--- src/rtl/shbus_pkg.sv ---
package shbus_pkg;
  localparam int unsigned BUS_W = 16;
  typedef logic [BUS_W-1:0] word_t;
  localparam word_t IDLE_WORD = '1;  // pull-up level
endpackage

--- src/rtl/bus_resolve.sv ---
module bus_resolve #(
  parameter int unsigned DATA_W = 16,
  parameter int unsigned N_DRV  = 2
) (
  input  logic [N_DRV*DATA_W-1:0] dout_i,
  input  logic [N_DRV-1:0]        oe_i,
  output logic [DATA_W-1:0]       value_o,
  output logic                    any_o,
  output logic                    clash_o
);
  localparam int unsigned CNT_W = $clog2(N_DRV + 1);

  logic [CNT_W-1:0] cnt;

  // lowest index wins: scan from the top so low indices overwrite
  always_comb begin
    value_o = '1;
    for (int k = N_DRV - 1; k >= 0; k--) begin
      if (oe_i[k]) value_o = dout_i[k*DATA_W +: DATA_W];
    end
  end

  always_comb begin
    cnt = '0;
    for (int k = 0; k < N_DRV; k++) cnt = cnt + CNT_W'(oe_i[k]);
  end

  assign any_o   = |oe_i;
  assign clash_o = (cnt > CNT_W'(1));
endmodule

--- src/rtl/xcvr_bridge.sv ---
module xcvr_bridge #(
  parameter int unsigned DATA_W = 16
) (
  input  logic              en_i,
  input  logic              rd_i,
  input  logic [DATA_W-1:0] cpu_side_i,
  input  logic [DATA_W-1:0] ram_side_i,
  output logic              to_cpu_oe_o,
  output logic [DATA_W-1:0] to_cpu_o,
  output logic              to_ram_oe_o,
  output logic [DATA_W-1:0] to_ram_o
);
  assign to_cpu_oe_o = en_i & rd_i;
  assign to_ram_oe_o = en_i & ~rd_i;
  assign to_cpu_o    = ram_side_i;
  assign to_ram_o    = cpu_side_i;
endmodule

--- src/rtl/clash_reg.sv ---
module clash_reg (
  input  logic clk_i,
  input  logic rst_ni,
  input  logic clash_i,
  output logic clash_q_o
);
  always_ff @(posedge clk_i or negedge rst_ni) begin
    if (!rst_ni) clash_q_o <= 1'b0;
    else         clash_q_o <= clash_i;
  end
endmodule

--- src/rtl/shared_bus_emu.sv ---
module shared_bus_emu
  import shbus_pkg::*;
#(
  parameter int unsigned DATA_W = BUS_W,
  parameter int unsigned N_CPU  = 2,
  parameter int unsigned N_RAM  = 2
) (
  input  logic                    clk_i,
  input  logic                    rst_ni,
  input  logic [N_CPU*DATA_W-1:0] cpu_dout_i,
  input  logic [N_CPU-1:0]        cpu_oe_i,
  output logic [DATA_W-1:0]       cpu_din_o,
  input  logic [N_RAM*DATA_W-1:0] ram_dout_i,
  input  logic [N_RAM-1:0]        ram_oe_i,
  output logic [DATA_W-1:0]       ram_din_o,
  input  logic                    xcvr_en_i,
  input  logic                    xcvr_rd_i,
  output logic                    cpu_clash_o,
  output logic                    ram_clash_o,
  output logic                    clash_q_o
);
  localparam int unsigned CPU_ALL = N_CPU + 1;
  localparam int unsigned RAM_ALL = N_RAM + 1;

  logic [DATA_W-1:0] cpu_native, ram_native;
  logic              cpu_any, ram_any;
  logic              cpu_nat_clash, ram_nat_clash;
  logic              br_cpu_oe, br_ram_oe;
  logic [DATA_W-1:0] br_cpu_val, br_ram_val;
  logic              cpu_full_any, ram_full_any;

  // native-only resolution: source of what the transceiver forwards
  bus_resolve #(.DATA_W(DATA_W), .N_DRV(N_CPU)) u_cpu_nat (
    .dout_i(cpu_dout_i), .oe_i(cpu_oe_i), .value_o(cpu_native),
    .any_o(cpu_any), .clash_o(cpu_nat_clash)
  );

  bus_resolve #(.DATA_W(DATA_W), .N_DRV(N_RAM)) u_ram_nat (
    .dout_i(ram_dout_i), .oe_i(ram_oe_i), .value_o(ram_native),
    .any_o(ram_any), .clash_o(ram_nat_clash)
  );

  xcvr_bridge #(.DATA_W(DATA_W)) u_bridge (
    .en_i(xcvr_en_i), .rd_i(xcvr_rd_i),
    .cpu_side_i(cpu_native), .ram_side_i(ram_native),
    .to_cpu_oe_o(br_cpu_oe), .to_cpu_o(br_cpu_val),
    .to_ram_oe_o(br_ram_oe), .to_ram_o(br_ram_val)
  );

  // full buses: transceiver appended at the top index (lowest priority)
  bus_resolve #(.DATA_W(DATA_W), .N_DRV(CPU_ALL)) u_cpu_bus (
    .dout_i({br_cpu_val, cpu_dout_i}), .oe_i({br_cpu_oe, cpu_oe_i}),
    .value_o(cpu_din_o), .any_o(cpu_full_any), .clash_o(cpu_clash_o)
  );

  bus_resolve #(.DATA_W(DATA_W), .N_DRV(RAM_ALL)) u_ram_bus (
    .dout_i({br_ram_val, ram_dout_i}), .oe_i({br_ram_oe, ram_oe_i}),
    .value_o(ram_din_o), .any_o(ram_full_any), .clash_o(ram_clash_o)
  );

  clash_reg u_clash_reg (
    .clk_i(clk_i), .rst_ni(rst_ni),
    .clash_i(cpu_clash_o | ram_clash_o), .clash_q_o(clash_q_o)
  );

  // idle processor bus reads as pull-up
  a_r3_idle_pullup: assert property (@(posedge clk_i) disable iff (!rst_ni)
    (cpu_oe_i == '0 && !(xcvr_en_i && xcvr_rd_i)) |-> cpu_din_o == '1);

  // write forwards processor agent 0 when memory side is idle
  a_r4_write_fwd: assert property (@(posedge clk_i) disable iff (!rst_ni)
    (xcvr_en_i && !xcvr_rd_i && cpu_oe_i[0] && ram_oe_i == '0)
      |-> ram_din_o == cpu_dout_i[DATA_W-1:0]);

  // read forwards memory agent 0 when processor side is idle
  a_r5_read_fwd: assert property (@(posedge clk_i) disable iff (!rst_ni)
    (xcvr_en_i && xcvr_rd_i && ram_oe_i[0] && cpu_oe_i == '0)
      |-> cpu_din_o == ram_dout_i[DATA_W-1:0]);

  // disabled transceiver leaves idle memory bus at pull-up
  a_r6_bridge_off: assert property (@(posedge clk_i) disable iff (!rst_ni)
    (!xcvr_en_i && ram_oe_i == '0) |-> ram_din_o == '1);

  // two native enables always flag contention
  a_r7_cpu_clash: assert property (@(posedge clk_i) disable iff (!rst_ni)
    ($countones(cpu_oe_i) >= 2) |-> cpu_clash_o);
  a_r7_ram_clash: assert property (@(posedge clk_i) disable iff (!rst_ni)
    ($countones(ram_oe_i) >= 2) |-> ram_clash_o);

  // registered flag follows combined flags by one cycle
  a_r8_clash_reg: assert property (@(posedge clk_i) disable iff (!rst_ni)
    1'b1 |=> clash_q_o == $past(cpu_clash_o | ram_clash_o));
endmodule

--- config.mk ---
export PLATFORM = sky130hd
export DESIGN_NAME = shared_bus_emu
export DESIGN_NICKNAME = d
export VERILOG_FILES = /design/src/rtl/shbus_pkg.sv /design/src/rtl/bus_resolve.sv /design/src/rtl/xcvr_bridge.sv /design/src/rtl/clash_reg.sv /design/src/rtl/shared_bus_emu.sv
export SDC_FILE = /design/constraint.sdc
export NUM_CORES = 1
export LEC_CHECK = 0
export CAP_MARGIN = 25
export CORE_MARGIN = 4
export CORE_UTILIZATION = 28
export DETAILED_ROUTE_END_ITERATION = 12
export GPL_TIMING_DRIVEN = 0
export PLACE_DENSITY = 0.87
export SLEW_MARGIN = 20
export SYNTH_ARGS = -nofsm -noshare
export SYNTH_HDL_FRONTEND = slang
export SYNTH_SLANG_ARGS = --single-unit
--- constraint.sdc ---
create_clock -name clk_i -period 4.1 [get_ports clk_i]
set_input_delay 1.025 -clock clk_i [delete_from_list [all_inputs] [get_ports clk_i]]
set_output_delay 1.025 -clock clk_i [all_outputs]
set_load 0.01 [all_outputs]
==> impl_metrics.prom, run 1 <==
# TYPE chip_impl_metric gauge
chip_impl_metric{name="slew_headroom",unit=""} 0.738
chip_impl_metric{name="design_power_total",unit="uW"} 245
chip_impl_metric{name="area_growth",unit="%"} 131
chip_impl_info{name="status",value="completed"} 1
chip_impl_info{name="cpMostUsedCell",value="sky130_fd_sc_hd__clkdlybuf4s50_1"} 1
chip_impl_metric{name="yosys.area_share.adder",unit=""} 0.0297
chip_impl_metric{name="fin_setup_tns",unit="ns"} 0
chip_impl_metric{name="maxClockFrequency",unit="GHz"} 0.251
chip_impl_metric{name="routed_wire_length_per_instance",unit="um"} 16.9
chip_impl_metric{name="synth_compound_area_frac",unit=""} 0.521
chip_impl_metric{name="critical_path_peak_fanout",unit=""} 10
chip_impl_info{name="synthDominantAreaCellType",value="sky130_fd_sc_hd__a31oi_1"} 1
chip_impl_metric{name="row_count",unit=""} 19
chip_impl_metric{name="first_global_vias",unit=""} 1354
chip_impl_metric{name="setup_violations",unit=""} 0
chip_impl_metric{name="die_height",unit="um"} 62.9
chip_impl_info{name="most_frequent_cells_in_the_layout",value="sky130_fd_sc_hd__clkdlybuf4s50_1, sky130_fd_sc_hd__a31oi_1, sky130_fd_sc_hd__nand2_1"} 1
chip_impl_metric{name="dp.final_hpwl",unit="um"} 3630
chip_impl_metric{name="crit_path_max_incr_delay",unit="ns"} 0.70
chip_impl_metric{name="die_area",unit="mm2"} 0.00395
chip_impl_metric{name="post_synth_instance_area",unit="um2"} 843
chip_impl_info{name="rsz0062_at_grt",value="false"} 1
chip_impl_metric{name="timing.critical_path.required",unit="ns"} 3.07
chip_impl_metric{name="ys.warnings.count",unit=""} 0
chip_impl_metric{name="largest_register_ffs",unit=""} 1
chip_impl_metric{name="crit_arrival",unit="ns"} 2.96
chip_impl_metric{name="synth_top_area_share",unit=""} 0.148
chip_impl_metric{name="die_width",unit="um"} 62.9
chip_impl_metric{name="drtAntennaViolNets",unit=""} 0
chip_impl_metric{name="clk_pin_slew_worst_paths",unit="ns"} 0
chip_impl_info{name="hold_class",value="in -> async"} 1
chip_impl_metric{name="ios",unit=""} 107
chip_impl_metric{name="slew_violations",unit=""} 0
chip_impl_metric{name="finalHoldViolCount",unit=""} 0
chip_impl_metric{name="drive_above_1_share",unit=""} 0.132
chip_impl_info{name="start_kind",value="input port"} 1
chip_impl_info{name="setup.worst_path.class",value="in -> out"} 1
chip_impl_metric{name="post-route-period-util",unit=""} 0.972
chip_impl_metric{name="maximum_number_of_pins_on_one_net_before_global_route_repair",unit=""} 11
chip_impl_metric{name="synthesis.nets",unit=""} 196
chip_impl_metric{name="finalWirelength",unit="um"} 4390
chip_impl_metric{name="irDropWorstVdd",unit="V"} 0.0000844
chip_impl_info{name="synth_top_family_by_area",value="compound AO/OA/AOI/OAI gates"} 1
chip_impl_info{name="kind_of_end_point_of_the_critical_path",value="output pin"} 1
chip_impl_metric{name="route.detailed.drc",unit=""} 0
chip_impl_metric{name="placeable_core_region",unit="mm2"} 0.00283
chip_impl_metric{name="yosys.area_share.simple",unit=""} 0.318
chip_impl_metric{name="globalRouteOverflowTotal",unit=""} 0
chip_impl_metric{name="dr.first_iter.drc_count",unit=""} 140
chip_impl_metric{name="syn-mean-instance-area",unit="um2"} 6.91
chip_impl_metric{name="post_drt_via_cell_ratio",unit=""} 5.48
chip_impl_metric{name="synth_xor_area_frac",unit=""} 0
chip_impl_info{name="layout_top_registers",value="u_clash_reg.clash_q_o: 1 flops"} 1
chip_impl_metric{name="gp_routability_congestion",unit=""} 0.784
chip_impl_metric{name="power_leakage",unit="nW"} 0.740
chip_impl_metric{name="globalRouteTotalUtil",unit=""} 0.209
chip_impl_metric{name="synthesis.instances",unit=""} 122
chip_impl_metric{name="global_route_wire_length_before_repair",unit="um"} 6810
chip_impl_metric{name="seq_total_area_yosys",unit=""} 0.0297
chip_impl_metric{name="cts_setup_buffers",unit=""} 0
chip_impl_metric{name="placement.io_buffers",unit=""} 106
chip_impl_metric{name="post-route-min-period",unit="ns"} 3.99
chip_impl_metric{name="muxShareOfSynthArea",unit=""} 0
chip_impl_metric{name="cts_hold_buffers",unit=""} 0
chip_impl_metric{name="yosysUniqueCellTypes",unit=""} 24
chip_impl_info{name="layout.cells.most_common",value="sky130_fd_sc_hd__clkdlybuf4s50_1"} 1
chip_impl_metric{name="drtPass1Iterations",unit=""} 4
chip_impl_metric{name="initial_antenna_violation_count",unit=""} 0
chip_impl_info{name="worstPathCellList",value="clkdlybuf4s50_1 -> inv_2 -> and2_4 -> buf_6 -> a21oi_1 -> clkdlybuf4s50_1"} 1
chip_impl_metric{name="antenna_cells",unit=""} 0
chip_impl_metric{name="critical_path_buffer_and_inverter_count",unit=""} 4
chip_impl_info{name="largest-register",value="u_clash_reg.clash_q_o"} 1
chip_impl_metric{name="initial_core_util",unit=""} 0.298
chip_impl_info{name="crit_family",value="buffers and inverters"} 1
chip_impl_metric{name="tightestPinTransition",unit="ns"} 0.391
chip_impl_metric{name="design.final.nets",unit=""} 304
chip_impl_info{name="cp_launch_point",value="ram_oe_i[0]"} 1
chip_impl_metric{name="max-cap-violations",unit=""} 0
chip_impl_metric{name="power_dens_cells",unit="mW/mm2"} 126
chip_impl_info{name="yosys-top-cells-area",value="sky130_fd_sc_hd__a31oi_1, sky130_fd_sc_hd__or3b_1, sky130_fd_sc_hd__o22ai_1, sky130_fd_sc_hd__nand2_1, sky130_fd_sc_hd__o21ai_2"} 1
chip_impl_info{name="slowest_stage",value="sky130_fd_sc_hd__clkdlybuf4s50_1"} 1
chip_impl_metric{name="ys_ff_latch",unit=""} 1
chip_impl_metric{name="routed-via-count",unit=""} 1419
-- how the worst max path moves through the flow --
stage,endpoint,depth (start not counted)
3_3_place_gp,cpu_din_o[11],6
5_1_grt,cpu_din_o[6],6
4_1_cts,cpu_din_o[11],6
3_5_place_dp,cpu_din_o[11],6
2_1_floorplan,cpu_din_o[10],5
6_report,ram_din_o[4],6
-- Yosys cell counts --
library cell               number
sky130_fd_sc_hd__a31oi_1       20
sky130_fd_sc_hd__nand2_1       19
sky130_fd_sc_hd__o22ai_1       14
sky130_fd_sc_hd__or3b_1        14
sky130_fd_sc_hd__a21oi_1       12
sky130_fd_sc_hd__o21ai_2        8
sky130_fd_sc_hd__o21ai_1        5
sky130_fd_sc_hd__buf_6          4
sky130_fd_sc_hd__o22ai_2        4
sky130_fd_sc_hd__buf_2          3
sky130_fd_sc_hd__buf_4          2
sky130_fd_sc_hd__ha_1           2
sky130_fd_sc_hd__inv_2          2
sky130_fd_sc_hd__nand2b_4       2
sky130_fd_sc_hd__nor2b_1        2
sky130_fd_sc_hd__a21o_1         1
sky130_fd_sc_hd__a21o_2         1
sky130_fd_sc_hd__and2_1         1
sky130_fd_sc_hd__and2_4         1
sky130_fd_sc_hd__clkbuf_1       1
sky130_fd_sc_hd__dfrtp_1        1
sky130_fd_sc_hd__nor3b_2        1
sky130_fd_sc_hd__o21ai_0        1
sky130_fd_sc_hd__or2_2          1
-- through the flow --
stage | hold slack (ns) | utilization | std cells | setup slack, ns | instance area (um2)
6_report | 1.18 | 0.687 | 259 | 0.113 | 1940
3_3_place_gp | 1.17 | 0.687 | 259 | 0.0778 | 1940
5_1_grt | 1.19 | 0.687 | 259 | 0.00703 | 1940
2_1_floorplan | 0.729 | - | 122 | 1.26 | 843
4_1_cts | 1.18 | 0.687 | 259 | 0.0396 | 1940
3_5_place_dp | 1.18 | 0.687 | 259 | 0.0455 | 1940
-- power breakdown --
group / switching, mW / internal (mW)
clock network: 0 / 0
logic: 0.0889 / 0.144
registers: 0.000295 / 0.0113
-- per-layer routing --
layer,up-vias,GRT usage,wire [um]
met4,0,0.0248,60
li1,697,-,-
met5,-,0,0
met2,75,0.389,2200
met1,641,0.250,1720
met3,6,0.0396,405
-- cell type report --
type,instances,area [um2]
inverters,2,7.51
flip-flops and latches,1,25.0
multi-input cells,109,732
fillers,267,885
well taps,31,38.8
repair buffers,106,1060
plain buffers,10,80.1
-- cell families (layout without fill, tap and decap cells) --
logic type                 count (synthesis)  after routing
DFF                                        1              1
adders and majority gates                  2              2
buffers and inverters                     12            118
and+or+nand+nor                           41             41
AOI/OAI and AO/OA                         66             66
-- timing repair --
item / CTS / global route
resized for setup: 0 / 2
endpoints found under the hold margin: 0 / 0
setup endpoints to repair: 0 / 5
No activity file was read; power rests on OpenSTA's default activity.
==> run 2: changes to the inputs <==
Settings changed: ABC_AREA set to 0, CORE_UTILIZATION 28 to 40, DONT_BUFFER_PORTS set to 1, PLACE_DENSITY 0.87 to not set.
==> run 2 against run 1 <==
Effect of this change:
- critical path depth down 2
- first-iteration DRC count is 87% lower
- core utilization fell by 24 points
- wire length fell by 26%
- sequential share of layout area grew 1.6 points
- global-route usage increased by 0.51 points
- sequential power up 8%
- via count fell by 27%
- total power shrank 53%
- cell count shrank 42%
- largest cell class is now multi-input gates
==> impl_metrics.prom, run 2 (synthesized netlist as in run 1, its figures left out) <==
# TYPE chip_impl_metric gauge
chip_impl_metric{name="placeable_core_region",unit="mm2"} 0.00198
chip_impl_metric{name="power.share.sequential",unit=""} 0.109
chip_impl_metric{name="post_place_worst_slack",unit="ns"} 1.00
chip_impl_metric{name="route.detailed.drc",unit=""} 0
chip_impl_metric{name="drive_above_1_share",unit=""} 0.238
chip_impl_metric{name="power_leakage",unit="nW"} 0.318
chip_impl_metric{name="finalHoldViolCount",unit=""} 0
chip_impl_metric{name="globalRouteTotalUtil",unit=""} 0.214
chip_impl_metric{name="setup_violations",unit=""} 0
chip_impl_metric{name="post_drt_via_cell_ratio",unit=""} 6.93
chip_impl_metric{name="cts_hold_buffers",unit=""} 0
chip_impl_metric{name="die_height",unit="um"} 53.9
chip_impl_metric{name="cts_resized",unit=""} 0
chip_impl_info{name="kind_of_end_point_of_the_critical_path",value="output pin"} 1
chip_impl_info{name="slowest_stage",value="sky130_fd_sc_hd__clkbuf_1"} 1
chip_impl_metric{name="global_route_wire_length_before_repair",unit="um"} 4740
chip_impl_metric{name="maximum_number_of_pins_on_one_net_before_global_route_repair",unit=""} 11
chip_impl_metric{name="clk_pin_slew_worst_paths",unit="ns"} 0
chip_impl_metric{name="fillerInstances",unit=""} 213
chip_impl_metric{name="worst_slack",unit="ns"} 1.00
chip_impl_info{name="setup.worst_path.class",value="in -> out"} 1
chip_impl_metric{name="timing.critical_path.required",unit="ns"} 3.07
chip_impl_metric{name="dr.first_iter.drc_count",unit=""} 18
chip_impl_metric{name="largest_register_ffs",unit=""} 1
chip_impl_metric{name="comb_power_share",unit=""} 0.891
chip_impl_metric{name="fin_setup_tns",unit="ns"} 0
chip_impl_metric{name="routed_wire_length_per_instance",unit="um"} 21.7
chip_impl_metric{name="first_global_vias",unit=""} 1033
chip_impl_metric{name="tightestPinTransition",unit="ns"} 0.481
chip_impl_metric{name="sequential_cell_area",unit="um2"} 25.0
chip_impl_metric{name="max-cap-violations",unit=""} 0
chip_impl_metric{name="clkPwrFrac",unit=""} 0
chip_impl_metric{name="post-route-min-period",unit="ns"} 3.10
chip_impl_metric{name="slew_headroom",unit=""} 0.680
chip_impl_info{name="rsz0062_at_grt",value="false"} 1
chip_impl_metric{name="ios",unit=""} 107
chip_impl_metric{name="finalWirelength",unit="um"} 3230
chip_impl_metric{name="die_area",unit="mm2"} 0.00291
chip_impl_metric{name="die_width",unit="um"} 53.9
chip_impl_metric{name="design_area",unit="um2"} 877
chip_impl_metric{name="critical_path_peak_fanout",unit=""} 10
chip_impl_metric{name="placement.io_buffers",unit=""} 0
chip_impl_info{name="most_frequent_cells_in_the_layout",value="sky130_fd_sc_hd__a31oi_1, sky130_fd_sc_hd__nand2_1, sky130_fd_sc_hd__or3b_1, sky130_fd_sc_hd__o22ai_1, sky130_fd_sc_hd__a21oi_1"} 1
chip_impl_info{name="layout.cells.most_common",value="sky130_fd_sc_hd__a31oi_1"} 1
chip_impl_info{name="start_kind",value="input port"} 1
chip_impl_info{name="largest-register",value="u_clash_reg.clash_q_o"} 1
chip_impl_metric{name="initial_core_util",unit=""} 0.426
chip_impl_metric{name="drtAntennaViolNets",unit=""} 0
chip_impl_metric{name="crit_path_max_incr_delay",unit="ns"} 0.41
chip_impl_metric{name="placed_area",unit="um2"} 877
chip_impl_metric{name="gp_routability_congestion",unit=""} 0.708
chip_impl_metric{name="power_dens_cells",unit="mW/mm2"} 131
chip_impl_metric{name="area_growth",unit="%"} 4.01
chip_impl_metric{name="antenna_cells",unit=""} 0
chip_impl_info{name="hold_class",value="in -> async"} 1
chip_impl_metric{name="crit_arrival",unit="ns"} 2.07
chip_impl_metric{name="maxClockFrequency",unit="GHz"} 0.323
chip_impl_info{name="layout_top_registers",value="u_clash_reg.clash_q_o: 1 flops"} 1
chip_impl_metric{name="irDropWorstVdd",unit="V"} 0.0000816
chip_impl_info{name="worstPathCellList",value="buf_2 -> clkbuf_1 -> nand2_1 -> a31oi_1"} 1
chip_impl_metric{name="post-route-period-util",unit=""} 0.755
chip_impl_metric{name="initial_antenna_violation_count",unit=""} 0
chip_impl_metric{name="globalRouteOverflowTotal",unit=""} 0
chip_impl_metric{name="multiInputGateArea",unit="um2"} 732
chip_impl_info{name="status",value="completed"} 1
chip_impl_metric{name="sw_frac_of_total",unit=""} 0.564
chip_impl_metric{name="cts_setup_buffers",unit=""} 0
chip_impl_metric{name="drtPass1Iterations",unit=""} 4
chip_impl_metric{name="int_pwr",unit="uW"} 49.9
chip_impl_metric{name="row_count",unit=""} 16
chip_impl_metric{name="routed-via-count",unit=""} 1033
chip_impl_metric{name="dp.final_hpwl",unit="um"} 2620
chip_impl_metric{name="design.final.nets",unit=""} 198
chip_impl_metric{name="switching_power",unit="uW"} 64.7
chip_impl_metric{name="slew_violations",unit=""} 0
==> run 2: cell count changes in the layout (fill, tap and decap cells not counted) <==
| cell | before | now |
|---|---|---|
| sky130_fd_sc_hd__clkbuf_1 | 0 | 1 |
| sky130_fd_sc_hd__clkbuf_2 | 1 | 0 |
| sky130_fd_sc_hd__clkdlybuf4s50_1 | 106 | 0 |
==> run 2: metal layers <==
layer / up-vias / share of wire / global-route usage
li1: 483 / - / -
met4: 0 / 0 / 0
met3: 0 / 0.11 / 0.0332
met5: - / 0 / 0
met1: 477 / 0.35 / 0.248
met2: 73 / 0.53 / 0.425
==> run 2: final timing paths <==
| check | start | endpoint | slack (ns) | depth (start not counted) |
|---|---|---|---|---|
| setup / recovery | cpu_oe_i[0] | cpu_din_o[4] | 1.00 | 4 |
| hold / removal | rst_ni | u_clash_reg.clash_q_o | 0.73 | 0 |
| max in group asynchronous | rst_ni | u_clash_reg.clash_q_o | 3.30 | 0 |
| min in group clk_i | cpu_oe_i[1] | u_clash_reg.clash_q_o | 1.34 | 2 |
==> run 2: layout make-up <==
| class | instances | share of cell area |
|---|---|---|
| Buffer | 10 | 0.0899 |
| Tap cell | 27 | 0.0385 |
| Multi-Input combinational cell | 109 | 0.835 |
| Inverter | 2 | 0.00856 |
| Sequential cell | 1 | 0.0285 |
==> run 2: stage by stage <==
step | hold WS, ns | power, mW | cells | utilization
finish | 0.729 | 0.115 | 149 | 0.443
floorplan | 0.729 | 0.0987 | 122 | -
CTS | 0.729 | 0.115 | 149 | 0.443
global placement | 0.729 | 0.113 | 149 | 0.443
detailed placement | 0.729 | 0.115 | 149 | 0.443
global route | 0.729 | 0.124 | 149 | 0.443
==> run 2: power groups by stage <==
stage	Combinational, mW	Clock (mW)	Sequential (mW)
2_1_floorplan	0.0864	0	0.0123
3_3_place_gp	0.101	0	0.0124
3_5_place_dp	0.103	0	0.0125
4_1_cts	0.103	0	0.0125
5_1_grt	0.112	0	0.0126
6_report	0.102	0	0.0125
==> run 2: critical path, delay by kind of cell <==
| kind | cells | cell delay (ns) |
|---|---|---|
| simple gates | 1 | 0.11 |
| buf+inv | 2 | 0.60 |
| compound gates | 1 | 0.33 |
==> run 3: changes to the inputs <==
Clock period 4.1 ns to 2.6 ns, I/O delays scaled along.
==> results of run 3 <==
The final DEF is identical to that of run 2. Status: completed.
Main changes from that run: setup slack after placement 1.00 ns -> 0.251 ns; setup slack after layout 1.00 ns -> 0.254 ns; hold slack 0.729 ns -> 0.354 ns; total power 0.115 mW -> 0.181 mW; worst IR drop on VDD 0.0000816 V -> 0.000129 V
